`src/rtl/irqh_pkg.sv`:
```
package irqh_pkg;
  localparam int STAT_W = 16;

  localparam logic [STAT_W-1:0] B_SUMMARY  = 16'h0001;
  localparam logic [STAT_W-1:0] B_BUS_ERR  = 16'h0002;
  localparam logic [STAT_W-1:0] B_TX_DONE  = 16'h0004;
  localparam logic [STAT_W-1:0] B_MAC_CTL  = 16'h0008;
  localparam logic [STAT_W-1:0] B_RX_DONE  = 16'h0010;
  localparam logic [STAT_W-1:0] B_RX_START = 16'h0020;
  localparam logic [STAT_W-1:0] B_HOLDOFF  = 16'h0040;
  localparam logic [STAT_W-1:0] B_STATS_HI = 16'h0080;
  localparam logic [STAT_W-1:0] B_LINK     = 16'h0100;
  localparam logic [STAT_W-1:0] B_TX_DMA   = 16'h0200;
  localparam logic [STAT_W-1:0] B_RX_DMA   = 16'h0400;

  // Bits held in the cause register (everything except the summary).
  localparam logic [STAT_W-1:0] CAUSE_MASK = B_BUS_ERR | B_TX_DONE | B_MAC_CTL |
                                             B_RX_DONE | B_RX_START | B_HOLDOFF |
                                             B_STATS_HI | B_LINK | B_TX_DMA | B_RX_DMA;
  // Bits that external event pulses may set.
  localparam logic [STAT_W-1:0] EXT_MASK = CAUSE_MASK & ~B_HOLDOFF;

  typedef enum logic [1:0] {
    SEL_CAUSE   = 2'd0,
    SEL_ENABLE  = 2'd1,
    SEL_HOLDOFF = 2'd2,
    SEL_NONE    = 2'd3
  } reg_sel_e;
endpackage

```
`src/rtl/irqh_tick.sv`:
```
module irqh_tick #(
  parameter int DIV = 160
) (
  input  logic clk,
  input  logic rst_n,
  input  logic run,
  input  logic restart,
  output logic tick
);
  localparam int PW = (DIV > 1) ? $clog2(DIV) : 1;
  localparam logic [PW-1:0] LAST = PW'(DIV - 1);

  logic [PW-1:0] pre_q, pre_d;
  logic          pre_en;

  always_comb begin
    tick   = run && !restart && (pre_q == LAST);
    pre_en = restart || run || (pre_q != '0);
    if (restart || !run || tick) pre_d = '0;
    else                         pre_d = pre_q + PW'(1);
  end

  always_ff @(posedge clk or negedge rst_n) begin
    if (!rst_n)      pre_q <= '0;
    else if (pre_en) pre_q <= pre_d;
  end

  a_r7_prescaler_bound: assert property (@(posedge clk) disable iff (!rst_n)
    pre_q <= LAST);
endmodule

```
`src/rtl/irqh_holdoff.sv`:
```
module irqh_holdoff #(
  parameter int CNT_W    = 16,
  parameter int TICK_DIV = 160
) (
  input  logic             clk,
  input  logic             rst_n,
  input  logic             load,
  input  logic [CNT_W-1:0] load_val,
  output logic [CNT_W-1:0] count,
  output logic             expire
);
  logic [CNT_W-1:0] cnt_q, cnt_d;
  logic             cnt_en;
  logic             running;
  logic             tick;

  assign running = (cnt_q != '0);

  irqh_tick #(.DIV(TICK_DIV)) u_tick (
    .clk     (clk),
    .rst_n   (rst_n),
    .run     (running),
    .restart (load),
    .tick    (tick)
  );

  always_comb begin
    cnt_en = load || tick;
    if (load) cnt_d = load_val;
    else      cnt_d = cnt_q - CNT_W'(1);
    expire = tick && (cnt_q == CNT_W'(1));
  end

  always_ff @(posedge clk or negedge rst_n) begin
    if (!rst_n)      cnt_q <= '0;
    else if (cnt_en) cnt_q <= cnt_d;
  end

  assign count = cnt_q;

  a_r7_step_one: assert property (@(posedge clk) disable iff (!rst_n)
    (tick && !load) |=> (cnt_q == $past(cnt_q) - CNT_W'(1)));
  a_r7_hold_idle: assert property (@(posedge clk) disable iff (!rst_n)
    (!tick && !load) |=> $stable(cnt_q));
  a_r8_zero_after_expire: assert property (@(posedge clk) disable iff (!rst_n)
    (expire && !load) |=> (cnt_q == '0));
  a_r9_stop_quiet: assert property (@(posedge clk) disable iff (!rst_n)
    (load && load_val == '0) |=> (cnt_q == '0 && !expire));
endmodule

```
`src/rtl/irqh_cause.sv`:
```
module irqh_cause
  import irqh_pkg::*;
(
  input  logic              clk,
  input  logic              rst_n,
  input  logic [STAT_W-1:0] set_vec,
  input  logic              clr_we,
  input  logic [STAT_W-1:0] clr_vec,
  output logic [STAT_W-1:0] cause
);
  logic [STAT_W-1:0] st_q, st_d;
  logic [STAT_W-1:0] set_m, clr_m;
  logic              st_en;

  always_comb begin
    set_m = set_vec & CAUSE_MASK;
    clr_m = clr_we ? clr_vec : '0;
    st_en = clr_we || (set_m != '0);
    st_d  = (st_q & ~clr_m) | set_m;
  end

  always_ff @(posedge clk or negedge rst_n) begin
    if (!rst_n)     st_q <= '0;
    else if (st_en) st_q <= st_d;
  end

  assign cause = st_q;

  a_r4_event_wins: assert property (@(posedge clk) disable iff (!rst_n)
    (set_m != '0) |=> ((st_q & $past(set_m)) == $past(set_m)));
  a_r3_clear_only_ones: assert property (@(posedge clk) disable iff (!rst_n)
    1'b1 |=> ((st_q & $past(st_q & ~clr_m)) == $past(st_q & ~clr_m)));
  a_r2_unused_bits_zero: assert property (@(posedge clk) disable iff (!rst_n)
    (st_q & ~CAUSE_MASK) == '0);
endmodule

```
`src/rtl/irq_holdoff_ctrl.sv`:
```
module irq_holdoff_ctrl
  import irqh_pkg::*;
#(
  parameter int CNT_W    = 16,
  parameter int TICK_DIV = 160
) (
  input  logic        clk,
  input  logic        rst_n,
  input  logic [15:0] evt_i,
  input  logic [1:0]  reg_sel,
  input  logic        reg_we,
  input  logic [15:0] reg_wdata,
  output logic [15:0] reg_rdata,
  output logic        irq_o
);
  logic              rst_meta, rst_s;
  logic [STAT_W-1:0] cause, set_vec, pend;
  logic [STAT_W-1:0] en_q, en_d;
  logic              en_we, cause_we, hold_we;
  logic [CNT_W-1:0]  count;
  logic              expire;
  reg_sel_e          sel;

  always_ff @(posedge clk or negedge rst_n) begin
    if (!rst_n) begin
      rst_meta <= 1'b0;
      rst_s    <= 1'b0;
    end else begin
      rst_meta <= 1'b1;
      rst_s    <= rst_meta;
    end
  end

  always_comb begin
    sel      = reg_sel_e'(reg_sel);
    cause_we = reg_we && (sel == SEL_CAUSE);
    en_we    = reg_we && (sel == SEL_ENABLE);
    hold_we  = reg_we && (sel == SEL_HOLDOFF);
    en_d     = reg_wdata & CAUSE_MASK;
    set_vec  = (evt_i & EXT_MASK) | (expire ? B_HOLDOFF : '0);
  end

  irqh_cause u_cause (
    .clk     (clk),
    .rst_n   (rst_s),
    .set_vec (set_vec),
    .clr_we  (cause_we),
    .clr_vec (reg_wdata),
    .cause   (cause)
  );

  irqh_holdoff #(.CNT_W(CNT_W), .TICK_DIV(TICK_DIV)) u_holdoff (
    .clk      (clk),
    .rst_n    (rst_s),
    .load     (hold_we),
    .load_val (reg_wdata[CNT_W-1:0]),
    .count    (count),
    .expire   (expire)
  );

  always_ff @(posedge clk or negedge rst_s) begin
    if (!rst_s)     en_q <= '0;
    else if (en_we) en_q <= en_d;
  end

  always_comb begin
    pend  = cause & en_q & ~B_SUMMARY;
    irq_o = (pend != '0);
    case (sel)
      SEL_CAUSE:   reg_rdata = cause | (irq_o ? B_SUMMARY : '0);
      SEL_ENABLE:  reg_rdata = en_q;
      SEL_HOLDOFF: reg_rdata = 16'(count);
      default:     reg_rdata = '0;
    endcase
  end

  a_r6_quiet_when_disabled: assert property (@(posedge clk) disable iff (!rst_s)
    (en_q == '0) |-> !irq_o);
  a_r11_enable_unused_zero: assert property (@(posedge clk) disable iff (!rst_s)
    (en_q & ~CAUSE_MASK) == '0);
  a_r8_expire_sets_cause: assert property (@(posedge clk) disable iff (!rst_s)
    expire |=> ((cause & B_HOLDOFF) != '0));
endmodule

```
`config.mk`:
```
export PLATFORM = sky130hd
export DESIGN_NAME = irq_holdoff_ctrl
export DESIGN_NICKNAME = d
export VERILOG_FILES = /design/src/rtl/irqh_pkg.sv /design/src/rtl/irqh_tick.sv /design/src/rtl/irqh_holdoff.sv /design/src/rtl/irqh_cause.sv /design/src/rtl/irq_holdoff_ctrl.sv
export SDC_FILE = /design/constraint.sdc
export NUM_CORES = 1
export LEC_CHECK = 0
export BUFFER_PORTS_ARGS = -buffer_cell sky130_fd_sc_hd__clkbuf_2
export CORE_ASPECT_RATIO = 1.5
export CORE_MARGIN = 3
export CORE_UTILIZATION = 40
export DETAILED_ROUTE_END_ITERATION = 12
export GPL_ROUTABILITY_DRIVEN = 0
export PLACE_DENSITY_LB_ADDON = 0.15
export SLEW_MARGIN = 0
export SYNTH_ARGS = -nofsm -noshare
export SYNTH_HDL_FRONTEND = slang
export SYNTH_SLANG_ARGS = --single-unit
```
`constraint.sdc`:
```
create_clock -name clk -period 4.5 [get_ports clk]
set_clock_uncertainty 0.2 [all_clocks]
set_input_delay 0.45 -clock clk [delete_from_list [all_inputs] [get_ports clk]]
set_output_delay 0.45 -clock clk [all_outputs]
set_load 0.02 [all_outputs]
```
==> out/metrics.yaml <==
drv_slew: 0
cp-end-kind: "primary output"
setup_tns_ns: 0
hold_class: "in -> reg"
setup_violations: 0
ir_drop_uv: 150
netlist_area_um2: 2920
p_sw_mw: 0.377
rsz0062_at_grt: "no"
grt_max_degree: 51
initial_core_util_pct: 41.8
ios: 54
syn2layout_area_growth_pct: 13.9
start_kind: "flip-flop"
tritoncts: "done"
critical_path_class: "reg -> out"
worst_path_max_delay_cell: "dfrtp_1"
synth_cell_types: 54
synthTopCellsByArea: "dfrtp_1, mux2i_1, nand2_1, mux2_2, nor2_1"
synth_common_cells: "dfrtp_1, nand2_1, nor2_1"
drcViolationCount: 0
htreeDepth: 2
r2r_start: "u_holdoff.count[0]$_DFFE_PN0P_"
syn_inst: 296
synth_ff_type: "dfrtp_1"
drtAntennaViolNets: 0
clock_latency_ns: 0.31
dieArea_um2: 8390
synth_top_area_share_pct: 44.5
hpwl_um: 5110
max-cap-violations: 0
slew_headroom_pct: 24.3
hold_path_depth: 2
ys_warn_count: 0
grt_pass1_wl_um: 11500
max_clock_freq_mhz: 380
clkPwrFrac_pct: 25.1
power.density_nw_per_um2: 344
drt_iter0_drc: 129
status: "completed"
min_period_ns: 2.63
leakage_nw: 1.40
cp_slowest_stage_delay_ns: 0.42
final_cell_count_no_fill: 437
synth-edff-count: 0
crit_arrival_ns: 1.98
synth.yosys.seq_area_share_pct: 44.5
die_h_um: 111
path_cells: "a22o_1 -> a221oi_1 -> nand4_1 -> nor3_1 -> a211oi_1 -> clkbuf_2"
fillers: 706
rr_worst_depth: 6
max_slew.worst_pin.slew_ns: 1.13
clk_path_buf_depth: 2
seqPwrFrac_pct: 53.0
holdCritStartpoint: "evt_i[4]"
grt_pass1_vias: 2329
cts_made_buffers: 5
fp.dieW_um: 75.8
p_comb_share_pct: 21.9
multi_input_area_um2: 1510
synth.avg_cell_area_um2: 9.88
required_ns: 3.85
syn-num-nets: 338
drt_first_pass_iters: 4
io_buffers: 46
vias: 2384
routed_via_density: 5.46
placementRows: 37
cp_max_fo: 3
cts.sinks: 52
post-route-period-util_pct: 58.4
async_reset_ff_share_pct: 100
r2r_setup_slack_ns: 1.96
grt_overflow: 0
path_clk_slew_ns: 0.10
place_inst: 428
routedWlPerCell_um: 16.0
hold_path_end: "u_cause.cause[4]$_DFFE_PN0P_"
seqCellArea_um2: 1300
finalPower_mw: 1.15
power.internal_mw: 0.769
ys_ff_latch: 52
core_um2: 6990
antennaDiodeCount: 0
routed_wl_um: 7000
p_sw_share_pct: 32.9
antenna_found_initial: 0
drive_above_1_share_pct: 23.5
hold_violations: 0
synth_area_leader_cell: "dfrtp_1"
timing.rr.end: "u_holdoff.count[1]$_DFFE_PN0P_"
synth.most_common_cell: "dfrtp_1"
fin_nets: 381
grt_util_all_layers_pct: 17.7
root_buffer: "clkbuf_8"
==> sequential cells by signal, summed over array words and instances (netlist names) <==
name and count:
u_cause.cause 16, u_holdoff.count 16, en_q 10, u_holdoff.u_tick.pre_q 8
rst_meta 1, rst_s 1
==> kinds of logic after synthesis <==
logic type                 synth area share, %
xor gates and xnor gates                  3.59
and+or+nand+nor                           20.0
AOI/OAI and AO/OA                         16.1
other                                    0.128
adders and majority gates                 2.14
buffers and inverters                     4.19
DFF                                       44.5
muxes                                     9.33
==> power groups by stage <==
stage	registers, mW	logic, mW	clock network (mW)
finish	0.608	0.251	0.288
global route	0.620	0.281	0.314
CTS	0.607	0.255	0.299
detailed placement	0.616	0.254	0
global placement	0.613	0.250	0
floorplan	0.600	0.184	0
==> cell usage in the layout (no fill, tap or decap), types with 2 or more instances in the layout <==
cell type   netlist  routed
a21boi_0          6       6
a21o_1            9       9
a21oi_1           4       4
a22oi_1           3       3
a311oi_1          2       2
a31oi_1          11      11
and2_1            2       2
and4_1            2       2
buf_4             0       5
clkbuf_2          0      46
clkbuf_8          0       6
clkinvlp_4        0       2
dfrtp_1          52      51
ha_1              5       5
inv_1             7       7
mux2_2           10      10
mux2i_1          16      16
nand2_1          31      31
nand3_1           5       5
nand4_1           7       7
nor2_1           30      30
nor2b_1           2       2
nor3_1            7       7
nor4_1            3       3
o21ai_0          19      19
o311a_1           2       2
o31ai_1           3       3
or3_1             3       3
or4_1             5       5
xnor2_1           7       7
xor2_1            5       5
==> metal layers <==
layer / global-route usage, % / up-vias / wire length, um
met5: 0 / - / 0
met4: 6.07 / 0 / 129
met3: 2.99 / 7 / 269
met2: 29.5 / 60 / 3620
met1: 22.5 / 1158 / 2980
li1: - / 1159 / -
==> cell type report <==
class / count / area share, %
Sequential cell: 52 / 39.1
Multi-Input combinational cell: 221 / 45.2
Timing Repair Buffer: 52 / 8.34
Tap cell: 97 / 3.64
Inverter: 7 / 0.789
Clock buffer: 6 / 2.48
Clock inverter: 2 / 0.451
==> through the flow <==
step / setup WS, ns / hold slack [ns] / util, % / instance area [um2]
floorplan: 2.22 / -0.0456 / - / 2920
global placement: 1.94 / 0.0354 / 46.1 / 3220
detailed placement: 1.91 / 0.0419 / 46.1 / 3220
CTS: 1.84 / 0.0960 / 47.6 / 3330
global route: 1.70 / 0.0957 / 47.6 / 3330
finish: 1.87 / 0.107 / 47.6 / 3330
==> worst max path at each step <==
stage                                      start                      endpoint  slack [ns]
floorplan                             reg_sel[0]                 reg_rdata[10]        2.22
global placement                      reg_sel[0]  u_cause.cause[6]$_DFFE_PN0P_        1.94
detailed placement                    reg_sel[0]  u_cause.cause[7]$_DFFE_PN0P_        1.91
CTS                 u_cause.cause[1]$_DFFE_PN0P_                  reg_rdata[0]        1.84
global route        u_cause.cause[1]$_DFFE_PN0P_                  reg_rdata[0]        1.70
finish              u_cause.cause[1]$_DFFE_PN0P_                  reg_rdata[0]        1.87
==> critical path: cells and delay by family (launching register included) <==
kind / cells / cell delay, ns
AOI/OAI and AO/OA: 3 / 0.65
DFF: 1 / 0.42
and+or+nand+nor: 2 / 0.41
buffers and inverters: 1 / 0.19
==> what timing repair did <==
item / in CTS / in global routing
setup buffers: 0 / 0
hold buffers: 1 / 0
hold endpoints to repair: 2 / 0
gates resized for setup: 0 / 0
setup endpoints to repair: 0 / 0
Power figures use the tool's default switching activity.
